### src/rtl/fm_clk_data_sep.sv
module fm_clk_data_sep #(
  parameter int CELL_CYCLES = 16,
  parameter int WIN_CYCLES  = CELL_CYCLES * 3 / 4,
  parameter int PW_CYCLES   = 4
) (
  input  logic clk,
  input  logic rst_n,
  input  logic rd_pulse_i,
  input  logic rd_en_n,
  output logic rd_clk_o,
  output logic rd_data_o,
  output logic sync_lost_o
);
  localparam int LOSS_CYCLES = 2 * CELL_CYCLES;
  localparam int WW = $clog2(WIN_CYCLES + 1);
  localparam int PWW = $clog2(PW_CYCLES + 1);
  localparam int IW = $clog2(LOSS_CYCLES + 1);

  initial begin
    assert (WIN_CYCLES > 0 && WIN_CYCLES < CELL_CYCLES)
      else $error("window must be shorter than a cell");
    assert (PW_CYCLES > 0 && 2 * PW_CYCLES <= CELL_CYCLES)
      else $error("pulse width must fit half a cell");
  end

  logic [2:0]     smp;
  logic [WW-1:0]  win_cnt;
  logic [PWW-1:0] clk_cnt, dat_cnt;
  logic [IW-1:0]  idle_cnt;
  logic           gate_on;

  wire edge_det = smp[1] & ~smp[2];
  wire win_open = (win_cnt != '0);
  wire is_clk   = edge_det & ~win_open;
  wire is_data  = edge_det & win_open;
  wire clk_act  = (clk_cnt != '0);
  wire dat_act  = (dat_cnt != '0);

  always_ff @(posedge clk) begin
    if (!rst_n) smp <= '0;
    else        smp <= {smp[1:0], rd_pulse_i};
  end

  always_ff @(posedge clk) begin
    if (!rst_n)        win_cnt <= '0;
    else if (is_clk)   win_cnt <= WW'(WIN_CYCLES);
    else if (is_data)  win_cnt <= '0;
    else if (win_open) win_cnt <= win_cnt - 1'b1;
  end

  always_ff @(posedge clk) begin
    if (!rst_n) begin
      clk_cnt <= '0;
      dat_cnt <= '0;
    end else begin
      if (is_clk)       clk_cnt <= PWW'(PW_CYCLES);
      else if (clk_act) clk_cnt <= clk_cnt - 1'b1;
      if (is_data)      dat_cnt <= PWW'(PW_CYCLES);
      else if (dat_act) dat_cnt <= dat_cnt - 1'b1;
    end
  end

  always_ff @(posedge clk) begin
    if (!rst_n) begin
      idle_cnt    <= '0;
      sync_lost_o <= 1'b1;
    end else if (is_clk) begin
      idle_cnt    <= '0;
      sync_lost_o <= 1'b0;
    end else if (!sync_lost_o) begin
      if (idle_cnt == IW'(LOSS_CYCLES - 1)) sync_lost_o <= 1'b1;
      else                                  idle_cnt <= idle_cnt + 1'b1;
    end
  end

  always_ff @(posedge clk) begin
    if (!rst_n)                  gate_on <= 1'b0;
    else if (!clk_act && !dat_act) gate_on <= ~rd_en_n;
  end

  assign rd_clk_o  = clk_act & gate_on;
  assign rd_data_o = dat_act & gate_on;

  p_gate_idle_r7: assert property (@(posedge clk) disable iff (!rst_n)
    !$stable(gate_on) |-> $past(clk_cnt == '0 && dat_cnt == '0));

  p_clk_no_clip_r7: assert property (@(posedge clk) disable iff (!rst_n)
    $fell(rd_clk_o) |-> $past(clk_cnt == PWW'(1)));

  p_data_no_clip_r6: assert property (@(posedge clk) disable iff (!rst_n)
    $fell(rd_data_o) |-> $past(dat_cnt == PWW'(1)));

  p_lost_no_window_r8: assert property (@(posedge clk) disable iff (!rst_n)
    sync_lost_o |-> win_cnt == '0);

  p_data_closes_r5: assert property (@(posedge clk) disable iff (!rst_n)
    $rose(dat_act) |-> win_cnt == '0);
endmodule

### config.mk
export PLATFORM = sky130hd
export DESIGN_NAME = fm_clk_data_sep
export DESIGN_NICKNAME = d
export VERILOG_FILES = /design/src/rtl/fm_clk_data_sep.sv
export SDC_FILE = /design/constraint.sdc
export NUM_CORES = 1
export LEC_CHECK = 0
export BUFFER_PORTS_ARGS = -buffer_cell sky130_fd_sc_hd__buf_4
export CAP_MARGIN = 20
export CORE_MARGIN = 3
export CORE_UTILIZATION = 40
export DETAILED_ROUTE_END_ITERATION = 8
export PLACE_DENSITY = 0.55
export SLEW_MARGIN = 20
export SYNTH_ARGS = -nofsm -noshare
export SYNTH_HDL_FRONTEND = slang
export SYNTH_SLANG_ARGS = --single-unit
export TNS_END_PERCENT = 30
### constraint.sdc
create_clock -name clk -period 3.22 [get_ports clk]
set_clock_uncertainty 0.15 [all_clocks]
set_input_delay 0 -clock clk [delete_from_list [all_inputs] [get_ports clk]]
set_output_delay 0 -clock clk [all_outputs]
set_load 0.05 [all_outputs]
==> metrics list, run 1 <==
- The run finished with clean final reports.
* Post-layout utilization of the core: 0.501
- Async set or reset register ratio after synthesis: 0
- During synthesis, Yosys emitted a total of 0 warnings.
- Fill cell count: 232
- sky130_fd_sc_hd__dfxtp_1 takes more of the synthesized area than any other cell.
* TritonCTS clock tree: done
- Total setup violations reported at the end of the flow: 0
* Fraction of synthesized cell area taken by the top area cell type: 0.406
- In the synthesized netlist the dominant register cell turns out to be sky130_fd_sc_hd__dfxtp_1.
- Weighted congestion reported at the end of routability-driven placement: 0.746
- Detailed routing inserted a total of 745 vias.
- Least-Margin Pin Slew: 0.399 ns
* Clock tree root buffer cell: sky130_fd_sc_hd__clkbuf_4
- Number of buffers inserted by post-CTS setup repair: 0
- Time the final worst path needs with I/O delays and setup: 2.04 ns
- Data on the critical path is required at its endpoint by 3.33 ns.
- The clock net in this run drives a total of 21 sinks.
- The number of antenna diodes in the final layout is 0.
- Core footprint: 2340 sq um
- Dividing the detail-routed via count by the number of cells gives 4.93.
* Reg2Reg Depth: 6
- Number of I/O port buffers: 6
- Number of buffers inserted during clock tree synthesis: 3
- Once detail routing completed, the nets flagged for antenna violations numbered 0.
- At the worst endpoint, the arrival time is 2.15 ns.
- Top Ports: 7
- Largest buffer count on any clock path: 2
- Including well taps, the total number of placed cells is 142.
- Synthesis produced a netlist with a net count of 124.
- Final Slew Violations: 0
- For this run, the register share of the synthesized area comes to 0.406.
- Tracing the worst setup path back leads to its startpoint at clk_cnt[0].
- For this configuration, the core starts out at a cell density of 0.443.
- Of the total power, the share spent switching nets is 0.375.
- Worst-path clk slew: 0.12 ns
- Total power divided by cell area: 730 nW/um^2
- Number of instances in the synthesized netlist: 112
* Critical path startpoint category: flip-flop
- Clk pwr share: 0.147
- Leak pwr: 0.494 nW
- In the final layout, the multi-input gates occupy 548 sq um.
- Top post-synthesis cells by count: sky130_fd_sc_hd__dfxtp_1, sky130_fd_sc_hd__inv_1, sky130_fd_sc_hd__nor2_1, sky130_fd_sc_hd__ha_1
* Maximum fanout along the worst path: 3
- Flop-to-flop setup slack: 1.18 ns
- Setup repair after global routing left no endpoint under its margin.
- Worst IR Drop VDD: 449 uV
* Setup tns final: 0 ns
- Hold Crit Depth: 1
* Vias in the first global route: 675
- Nature of the critical path endpoint: flip-flop
- For this block, the routed nets add up to 1560 um of wire.
- In this run the critical register-to-register path is launched from clk_cnt[0].
- The later pin in the worst-skew pair is clocked with a latency of 0.30 ns.
* Chip Width: 56.9 um
- Top area cells in the synthesized netlist: sky130_fd_sc_hd__dfxtp_1, sky130_fd_sc_hd__ha_1, sky130_fd_sc_hd__inv_1
- Summed over all layers, the global routing overflow is 0.
- Initial DRT Pass Iterations: 4
- Timing would allow up to 0.490 GHz.
- Tightest slew margin relative to the limit: 0.733
- Final cell count without fillers: 151
* Synth cell types: 33
* Fraction of power consumed by combinational cells: 0.444
- In this run the worst hold path is classified as reg -> reg.
- The slowest stage of the critical path belongs to the cell sky130_fd_sc_hd__dlygate4sd3_1.
- Number of flops mapped to enable cells by yosys: 0
- Reg power frac: 0.408
* Net switching power: 320 uW
- Max Cap Violations: 0
- Share of layout cells above drive strength 1: 0.106
* Flip-flop and latch area: 420 sq um
* GRT Util Overall: 0.109
- The endpoint identified for the worst register-to-register timing path is gate_on.
* Height of the die: 56.9 um
* Internal: 534 uW
* Half-perimeter wire length after placement: 1120 um
- The average instance in the mapped netlist occupies 9.25 sq um.
- After clock tree synthesis, the flow added hold-fix buffers numbering 5.
* Synthesized area: 1040 sq um
* Area of the die: 3240 sq um
- Post-route DRC violation count: 0
- The initial antenna violation count came to 0.
* CTS H-tree depth: 1
- Total of flip-flops plus latches after synthesis: 21
- Worst setup path category: reg -> reg
* Initial drt markers: 16
- The final layout contains 136 nets.
- Dominant cell by count in the synthesized netlist: sky130_fd_sc_hd__dfxtp_1
- Sequence of cells on the critical path: inv_1 -> ha_1 -> nor2b_1 -> a21oi_1 -> a311oi_1 -> dlygate4sd3_1
- Maximum number of pins on one net before global-route repair: 16
* Area growth from synthesis to final layout: 13.0%
- CTS resizes: 0
- Endpoint of the most critical setup path: gate_on
* Routed WL per cell: 10.4 um
* Wire length of the first global-routing pass: 2820 um
- Maximum cell stage delay along the critical path: 0.59 ns
- Number of placement rows: 17
- The final-report hold violation count came to 0.
- Tcrit/Tclk final: 0.634
placed cells by master (no fill, tap or decap), types with 2 or more instances in the layout:
master,count
sky130_fd_sc_hd__dfxtp_1,21
sky130_fd_sc_hd__inv_1,12
sky130_fd_sc_hd__nor2_1,9
sky130_fd_sc_hd__ha_1,8
sky130_fd_sc_hd__buf_4,6
sky130_fd_sc_hd__and2_1,5
sky130_fd_sc_hd__a21oi_1,5
sky130_fd_sc_hd__dlygate4sd3_1,5
sky130_fd_sc_hd__nor2b_1,4
sky130_fd_sc_hd__mux2i_1,4
sky130_fd_sc_hd__o21ai_0,4
sky130_fd_sc_hd__a311oi_1,3
sky130_fd_sc_hd__nand2_1,3
sky130_fd_sc_hd__o21a_1,3
sky130_fd_sc_hd__xnor2_1,3
sky130_fd_sc_hd__a211oi_1,3
sky130_fd_sc_hd__clkbuf_4,3
sky130_fd_sc_hd__nand2b_1,2
sky130_fd_sc_hd__and3_1,2
sky130_fd_sc_hd__xor2_1,2
sky130_fd_sc_hd__nand4b_1,2
metal layers:
layer	vias up	share of wire	track usage	routed length [um]
li1	401	-	-	-
met4	0	0.0090	0.0298	14
met5	-	0	0	0
met2	14	0.41	0.166	645
met1	328	0.52	0.144	815
met3	2	0.056	0.0414	87
sequential cells by signal, summed over array words and instances (netlist names):
| signal | flops |
|---|---|
| idle_cnt | 6 |
| sync_lost_o | 1 |
| gate_on | 1 |
| win_cnt | 4 |
| dat_cnt | 3 |
| smp | 3 |
| clk_cnt | 3 |
area by class of cell:
| class | count | area share |
|---|---|---|
| multi-input cells | 75 | 0.468 |
| flip-flops and latches | 21 | 0.359 |
| inverters | 12 | 0.0385 |
| clock inverters | 1 | 0.00427 |
| well taps | 28 | 0.0299 |
| repair buffers | 11 | 0.0812 |
| clock buffers | 3 | 0.0192 |
worst max-delay path: cells and delay by family, from the launching register on:
kind                       cells  cell delay [ns]
buffers and inverters          2             0.69
AOI/OAI and AO/OA              2             0.38
and+or+nand+nor                1             0.27
adders and majority gates      1             0.19
DFF                            1             0.32
worst min-delay path by stage:
stage,from,endpoint,slack [ns]
2_1_floorplan,rd_en_n,gate_on,-0.04
3_3_place_gp,rd_en_n,gate_on,0.05
3_5_place_dp,rd_en_n,gate_on,0.06
4_1_cts,smp[0],smp[1],0.30
5_1_grt,smp[0],smp[1],0.32
6_report,smp[0],smp[1],0.30
per-stage QoR:
step / setup slack, ns / hold WS (ns) / total power, mW / area (sq um)
floorplan: 1.45 / -0.0393 / 0.676 / 1040
global placement: 1.56 / 0.0479 / 0.719 / 1090
detailed placement: 1.51 / 0.0561 / 0.723 / 1090
CTS: 1.22 / 0.299 / 0.866 / 1170
global route: 1.02 / 0.323 / 0.935 / 1170
finish: 1.18 / 0.295 / 0.855 / 1170
power groups by stage:
stage | clock network [mW] | logic, mW | registers (mW)
2_1_floorplan | 0 | 0.323 | 0.353
3_3_place_gp | 0 | 0.365 | 0.354
3_5_place_dp | 0 | 0.368 | 0.355
4_1_cts | 0.134 | 0.383 | 0.349
5_1_grt | 0.144 | 0.432 | 0.359
6_report | 0.126 | 0.380 | 0.349
cells by family after synthesis:
logic type,Yosys count,share of synthesized area
fa+ha+maj,8,0.0966
compound gates,23,0.156
simple gates,34,0.185
xor+xnor,5,0.0423
mux,5,0.0495
buf+inv,16,0.0652
flops,21,0.406
Power figures use the tool's default switching activity.
==> inputs of run 2 (changes only) <==
- PLACE_DENSITY: 0.55 -> 0.57
- clock period: 3.22 -> 1.7 ns (I/O delays scaled with it)
==> run 2 against run 1 <==
Against the previous run:
- flip-flop and latch count unchanged
- routed wire length grew 7.9%
- first-iteration DRC count rose by 38%
- clock power increased by 91%
- power grew 98%
- critical path type is now reg -> out
- via count is 4.2% higher
- largest power group unchanged
==> metrics list, run 2 (synthesized netlist as in run 1, its figures left out) <==
- On the final layout, the worst hold slack is 0.275 ns.
* Number of buffers inserted during clock tree synthesis: 3
* Leak pwr: 0.501 nW
- Derived from the worst setup path, the maximum achievable clock frequency is 0.611 GHz.
* Vias/cell: 5.07
- In this run the worst path has a maximum fanout of 6.
* Latest clock arrival within the worst-skew pair: 0.31 ns
- Total power divided by cell area: 1410 nW/um^2
- Routed WL per cell: 11.0 um
- The flow ran to the end, and the final reports show no timing, DRC or antenna violations.
- Initial drt markers: 22
- Via count: 776
- Endpoint of the most critical setup path: rd_data_o
- Buffers placed on the I/O ports in this run total 6.
- Core footprint: 2340 sq um
- Commonest cells after routing, fill and taps aside: sky130_fd_sc_hd__dfxtp_1, sky130_fd_sc_hd__inv_1, sky130_fd_sc_hd__nor2_1, sky130_fd_sc_hd__buf_4, sky130_fd_sc_hd__ha_1
* Worst IR Drop VDD: 826 uV
* Regs by FF count: idle_cnt (6), win_cnt (4)
* Least-Margin Pin Slew: 0.396 ns
- Initial DRT Pass Iterations: 4
- Clock net sink count: 21
- Tightest slew margin relative to the limit: 0.736
* Largest buffer count on any clock path: 2
- Reg2Reg Depth: 5
- Once layout is complete, the utilization of the core stands at 0.512.
* Flip-flop count of the largest register, all copies and words added: 6
- The worst setup path is captured at an output port.
- Detail Route Antenna Nets: 0
* Number of placement rows: 17
- Leaving out fill and tap cells, the most frequent cell in the layout is sky130_fd_sc_hd__dfxtp_1.
- The die is 56.9 um tall.
* Flop-to-flop setup slack: 0.12 ns
- Worst Setup SP: dat_cnt[0]
- Chip Width: 56.9 um
* Top Ports: 7
- Total length of routed wires: 1690 um
- After routing, the total negative slack on setup checks comes to 0 ns.
* Total inserted antenna cells: 0
* Final Slew Violations: 0
* Largest Register: idle_cnt
- Worst setup path category: reg -> out
- After clock tree synthesis, the clock-pin slew on the worst setup and hold paths is 0.13 ns.
* Post-layout net count: 138
* Final number of hold-violating endpoints: 0
- Number of antenna violations at the first check in global routing: 0
- Area growth from synthesis to final layout: 15.7%
* Post-route DRC violation count: 0
- Setup violations remaining at the end of the flow were counted as 0.
- The endpoint identified for the worst register-to-register timing path is idle_cnt[2].
- Critical path startpoint category: flip-flop
- The tightest min-delay check is of the in -> reg type.
- Wire length of the first global-routing pass: 2970 um
* Time the final worst path needs with I/O delays and setup: 1.64 ns
* GRT Util Overall: 0.115
- Across the run, the number of max-cap violations was 0.
- For this configuration, the core starts out at a cell density of 0.443.
- After legalization and detailed placement, the total HPWL measured 1230 um.
- STA puts the critical path data arrival time at 1.49 ns.
- Worst path required time: 1.55 ns
- Of the cells placed in the final design, the portion with a size suffix greater than 1 is 0.168.
- Setup repair after global routing missed its margin: false
- The tree is rooted in a sky130_fd_sc_hd__clkbuf_4.
* Area of the die: 3240 sq um
* Weighted congestion reported at the end of routability-driven placement: 0.791
- Entering global routing, the biggest net connects 16 pins.
* Tcrit/Tclk final: 0.962
* Launch point of the worst reg-to-reg path: win_cnt[1]
* CTS H-tree depth: 1
* TritonCTS clock tree: done
- Global routing finished with a remaining overflow of 0.
* Vias in the first global route: 690
run 2: cell types whose count changed in the layout (fill, tap and decap cells not counted), sizes merged:
cell,delta
dlygate4sd3,-1
buf,+3
run 2: routing by layer:
layer	routed length, um	global-route usage
met4	14	0.0298
met5	0	0
met3	80	0.0414
met1	875	0.155
met2	715	0.175
run 2: worst min-delay path by stage:
| stage | to | slack (ns) | from | cells after the start |
|---|---|---|---|---|
| finish | gate_on | 0.27 | rd_en_n | 3 |
| global route | gate_on | 0.27 | rd_en_n | 3 |
| CTS | gate_on | 0.26 | rd_en_n | 3 |
| detailed placement | gate_on | 0.05 | rd_en_n | 2 |
| global placement | gate_on | 0.05 | rd_en_n | 2 |
| floorplan | gate_on | -0.04 | rd_en_n | 1 |
run 2: power breakdown:
part / leakage, nW / total (mW) / internal [mW] / switching [mW]
Clock: 0.0177 / 0.241 / 0.0878 / 0.154
Combinational: 0.311 / 0.788 / 0.375 / 0.413
Sequential: 0.173 / 0.662 / 0.598 / 0.0642
run 2: metrics by stage:
| step | power, mW | setup WS (ns) | std cells | instance area, sq um |
|---|---|---|---|---|
| 4_1_cts | 1.70 | 0.00465 | 153 | 1190 |
| 6_report | 1.69 | 0.0640 | 153 | 1200 |
| 3_3_place_gp | 1.40 | 0.0644 | 144 | 1110 |
| 5_1_grt | 1.84 | 0.00100 | 153 | 1200 |
| 3_5_place_dp | 1.42 | 0.0241 | 144 | 1110 |
| 2_1_floorplan | 1.28 | 0.115 | 112 | 1040 |
run 2: timing repair:
item | in CTS | in global routing
gates cloned | 0 | 0
endpoints found under the setup margin | 1 | 12
endpoints found under the hold margin | 21 | 0
hold buffers | 4 | 0
resized for setup | 3 | 2
setup buffers | 1 | 0
pin swaps | 0 | 0
run 2: area by class of cell:
type	instances	area, sq um
tap	28	35.0
sequential	21	422
multi-input combinational	75	558
clock inverter	1	5.00
timing repair buffer	13	111
fill	233	1140
inverter	12	45.0
clock buffer	3	22.5
run 2: critical path: stages, from the launching register on:
cell and delay (ns):
sky130_fd_sc_hd__dfxtp_2 0.35, sky130_fd_sc_hd__inv_1 0.04, sky130_fd_sc_hd__ha_2 0.18, sky130_fd_sc_hd__ha_2 0.18, sky130_fd_sc_hd__buf_4 0.15, sky130_fd_sc_hd__nor2b_2 0.12
sky130_fd_sc_hd__buf_6 0.16
==> inputs of run 3 (changes only) <==
- clock period: 1.7 -> 1.4 ns (I/O delays scaled with it)
==> run 3 against run 2 <==
Against the previous run:
- the flow now finishes with violations (negative setup slack)
- setup slack got worse by 0.19 ns
- sequential share of layout area fell by 5.1 points
- global-route usage rose by 1.6 points
- routed wire length rose by 20%
- critical path depth fell by 1
- sequential power rose by 22%
- power rose by 48%
- register-to-register slack got worse by 0.25 ns
- non-clock buffer count rose by 17
- count of clock-buffer cells in the layout did not move
- final area rose by 18%
- critical endpoint is now clk_cnt[1]
==> metrics list, run 3 (synthesized netlist as in run 1, its figures left out) <==
- Dividing the detail-routed wire length by the instance count gives 11.9 um.
- Number of antenna violations at the first check in global routing: 0
- Latest clock arrival within the worst-skew pair: 0.31 ns
* Final number of hold-violating endpoints: 0
- Tightest slew margin relative to the limit: 0.702
* Area of the die: 3240 sq um
* Worst path required time: 1.45 ns
* Worst-path clk slew: 0.13 ns
* Initial DRT Pass Iterations: 4
* Setup repair after global routing missed its margin: true
- In this run the number of H-tree levels came out at 1.
- Of the available clock period, the critical path in the final layout requires 1.09.
- In the layout the commonest cells are sky130_fd_sc_hd__buf_4, sky130_fd_sc_hd__dfxtp_1, sky130_fd_sc_hd__nor2_1, sky130_fd_sc_hd__inv_2, sky130_fd_sc_hd__inv_1.
* Effective utilization at floorplan: 0.443
- Summing all placed instances gives a cell area of 1250 sq um.
* Post-layout utilization of the core: 0.604
- Vias in the first global route: 810
- Worst slack, placed: -0.210 ns
- The critical path goes through inv_2 -> ha_4 -> or3b_4 -> o21ai_4 -> a211oi_1.
- Height of the die: 56.9 um
- For this run the aggregate overflow at the end of global routing stands at 0.
- Nature of the critical path endpoint: flip-flop
* Maximum cell stage delay along the critical path: 0.43 ns
- Most common library cell in the layout ignoring fill and taps: sky130_fd_sc_hd__buf_4
* Initial drt markers: 16
- The first global-routing pass estimated 3380 um of wire.
* Maximum number of pins on one net before global-route repair: 16
- Maximum frequency from static timing analysis: 0.654 GHz
- Failing checks: negative setup slack
- The largest individual stage delay along the critical path comes from the cell sky130_fd_sc_hd__or3b_4.
* Design Power: 2.50 mW
- Counting tap cells, the placed design contains a total of 157 instances.
* Fin worst setup slack: -0.130 ns
- Number of I/O port buffers: 6
* Type of the most critical hold path: in -> reg
- Worst setup path category: reg -> reg
- TritonCTS built the clock tree.
- Weighted congestion reported at the end of routability-driven placement: 0.738
* Top Ports: 7
- The register with the most flip-flops in the final layout is idle_cnt.
* Total inserted antenna cells: 0
- Post-layout net count: 155
- Chip Width: 56.9 um
* Maximum fanout along the worst path: 7
* Number of placement rows: 17
* Layout Cell Area excl Fill: 1410 sq um
- STA classifies the critical path startpoint as a flip-flop.
- Max Cap Violations: 0
- Half-perimeter wire length after placement: 1420 um
- Via count: 836
* Regs by FF count: idle_cnt (6), win_cnt (4)
* Final cell count without fillers: 170
- Clock net sink count: 21
- Detail Route Antenna Nets: 0
- In this run the standard cell core region covers 2340 sq um.
* Worst EP arrival: 1.58 ns
- Vias/cell: 4.92
- Leak pwr: 0.598 nW
* GRT Util Overall: 0.132
* Status: complete, but fails checks
- The area growth from synthesis to layout is 36.5%.
- Final Slew Violations: 0
* Post-route DRC violation count: 0
- Number of buffers inserted during clock tree synthesis: 3
* Least-Margin Pin Slew: 0.447 ns
* Flop-to-flop setup slack: -0.13 ns
- Counting both buffers and inverters, the worst setup path holds a total of 1.
- Flip-flop count of the largest register, all copies and words added: 6
* Total length of routed wires: 2020 um
- Setup violations remaining at the end of the flow were counted as 16.
- For the finished layout, the period the worst path requires is 1.53 ns.
* Clock tree root buffer cell: sky130_fd_sc_hd__clkbuf_4
- Final hold slack: 0.267 ns
- Worst IR Drop VDD: 1210 uV
* Total power divided by cell area: 1770 nW/um^2
* Share of layout cells above drive strength 1: 0.373
- Summed over all failing endpoints, the final setup total negative slack is -1.43 ns.
- Cell family contributing the most delay on the critical path: simple AND/OR/NAND/NOR gates
- Fill cell count: 213
- Largest buffer count on any clock path: 2
-- run 3: cell types whose count changed in the layout (fill, tap and decap cells not counted), moves of 2 or more --
cell	delta
sky130_fd_sc_hd__ha_2	-2
sky130_fd_sc_hd__inv_1	-6
sky130_fd_sc_hd__o21ai_1	+3
sky130_fd_sc_hd__ha_4	+4
sky130_fd_sc_hd__inv_2	+6
sky130_fd_sc_hd__buf_4	+14
sky130_fd_sc_hd__dfxtp_2	+3
sky130_fd_sc_hd__ha_1	-2
sky130_fd_sc_hd__o21ai_0	-3
sky130_fd_sc_hd__buf_6	+3
sky130_fd_sc_hd__dfxtp_1	-3
-- run 3: what timing repair did --
item / 4_1_cts / 5_1_grt
setup endpoints to repair: 16 / 17
hold buffers: 4 / 0
pin swaps: 8 / 4
hold endpoints to repair: 21 / 0
gates resized for setup: 11 / 7
setup buffers: 5 / 0
-- run 3: tightest hold or removal path: stages --
cell	delay, ns
sky130_fd_sc_hd__dlygate4sd3_1	0.53
sky130_fd_sc_hd__buf_4	0.10
sky130_fd_sc_hd__a311oi_1	0.07
-- run 3: final cells by class --
type                            instances  area [sq um]  area share
Clock buffer                            3          22.5      0.0159
Timing Repair Buffer                   30           250       0.177
Inverter                               12          45.0      0.0319
Multi-Input combinational cell         75           631       0.446
Clock inverter                          1          5.00     0.00354
Sequential cell                        21           425       0.301
Tap cell                               28          35.0      0.0248
-- run 3: path summary, 6_finish.rpt --
path,start,depth (start not counted),endpoint
max reg2reg,win_cnt[1],5,clk_cnt[1]
max,win_cnt[1],5,clk_cnt[1]
min,rd_en_n,3,gate_on
min reg2reg,smp[0],1,smp[1]
-- run 3: layer usage --
metal  wire, um  vias up  track usage  share of wire
li1           -      443            -              -
met1        906      379        0.154           0.45
met2       1020       12        0.237           0.50
met3         74        2       0.0414          0.037
met4         18        0       0.0199         0.0089
met5          0        -            0              0
-- run 3: report_power, final --
| part | switching (mW) | internal, mW | total, mW |
|---|---|---|---|
| Sequential | 0.0765 | 0.733 | 0.809 |
| Clock | 0.188 | 0.106 | 0.295 |
| Combinational | 0.645 | 0.749 | 1.39 |
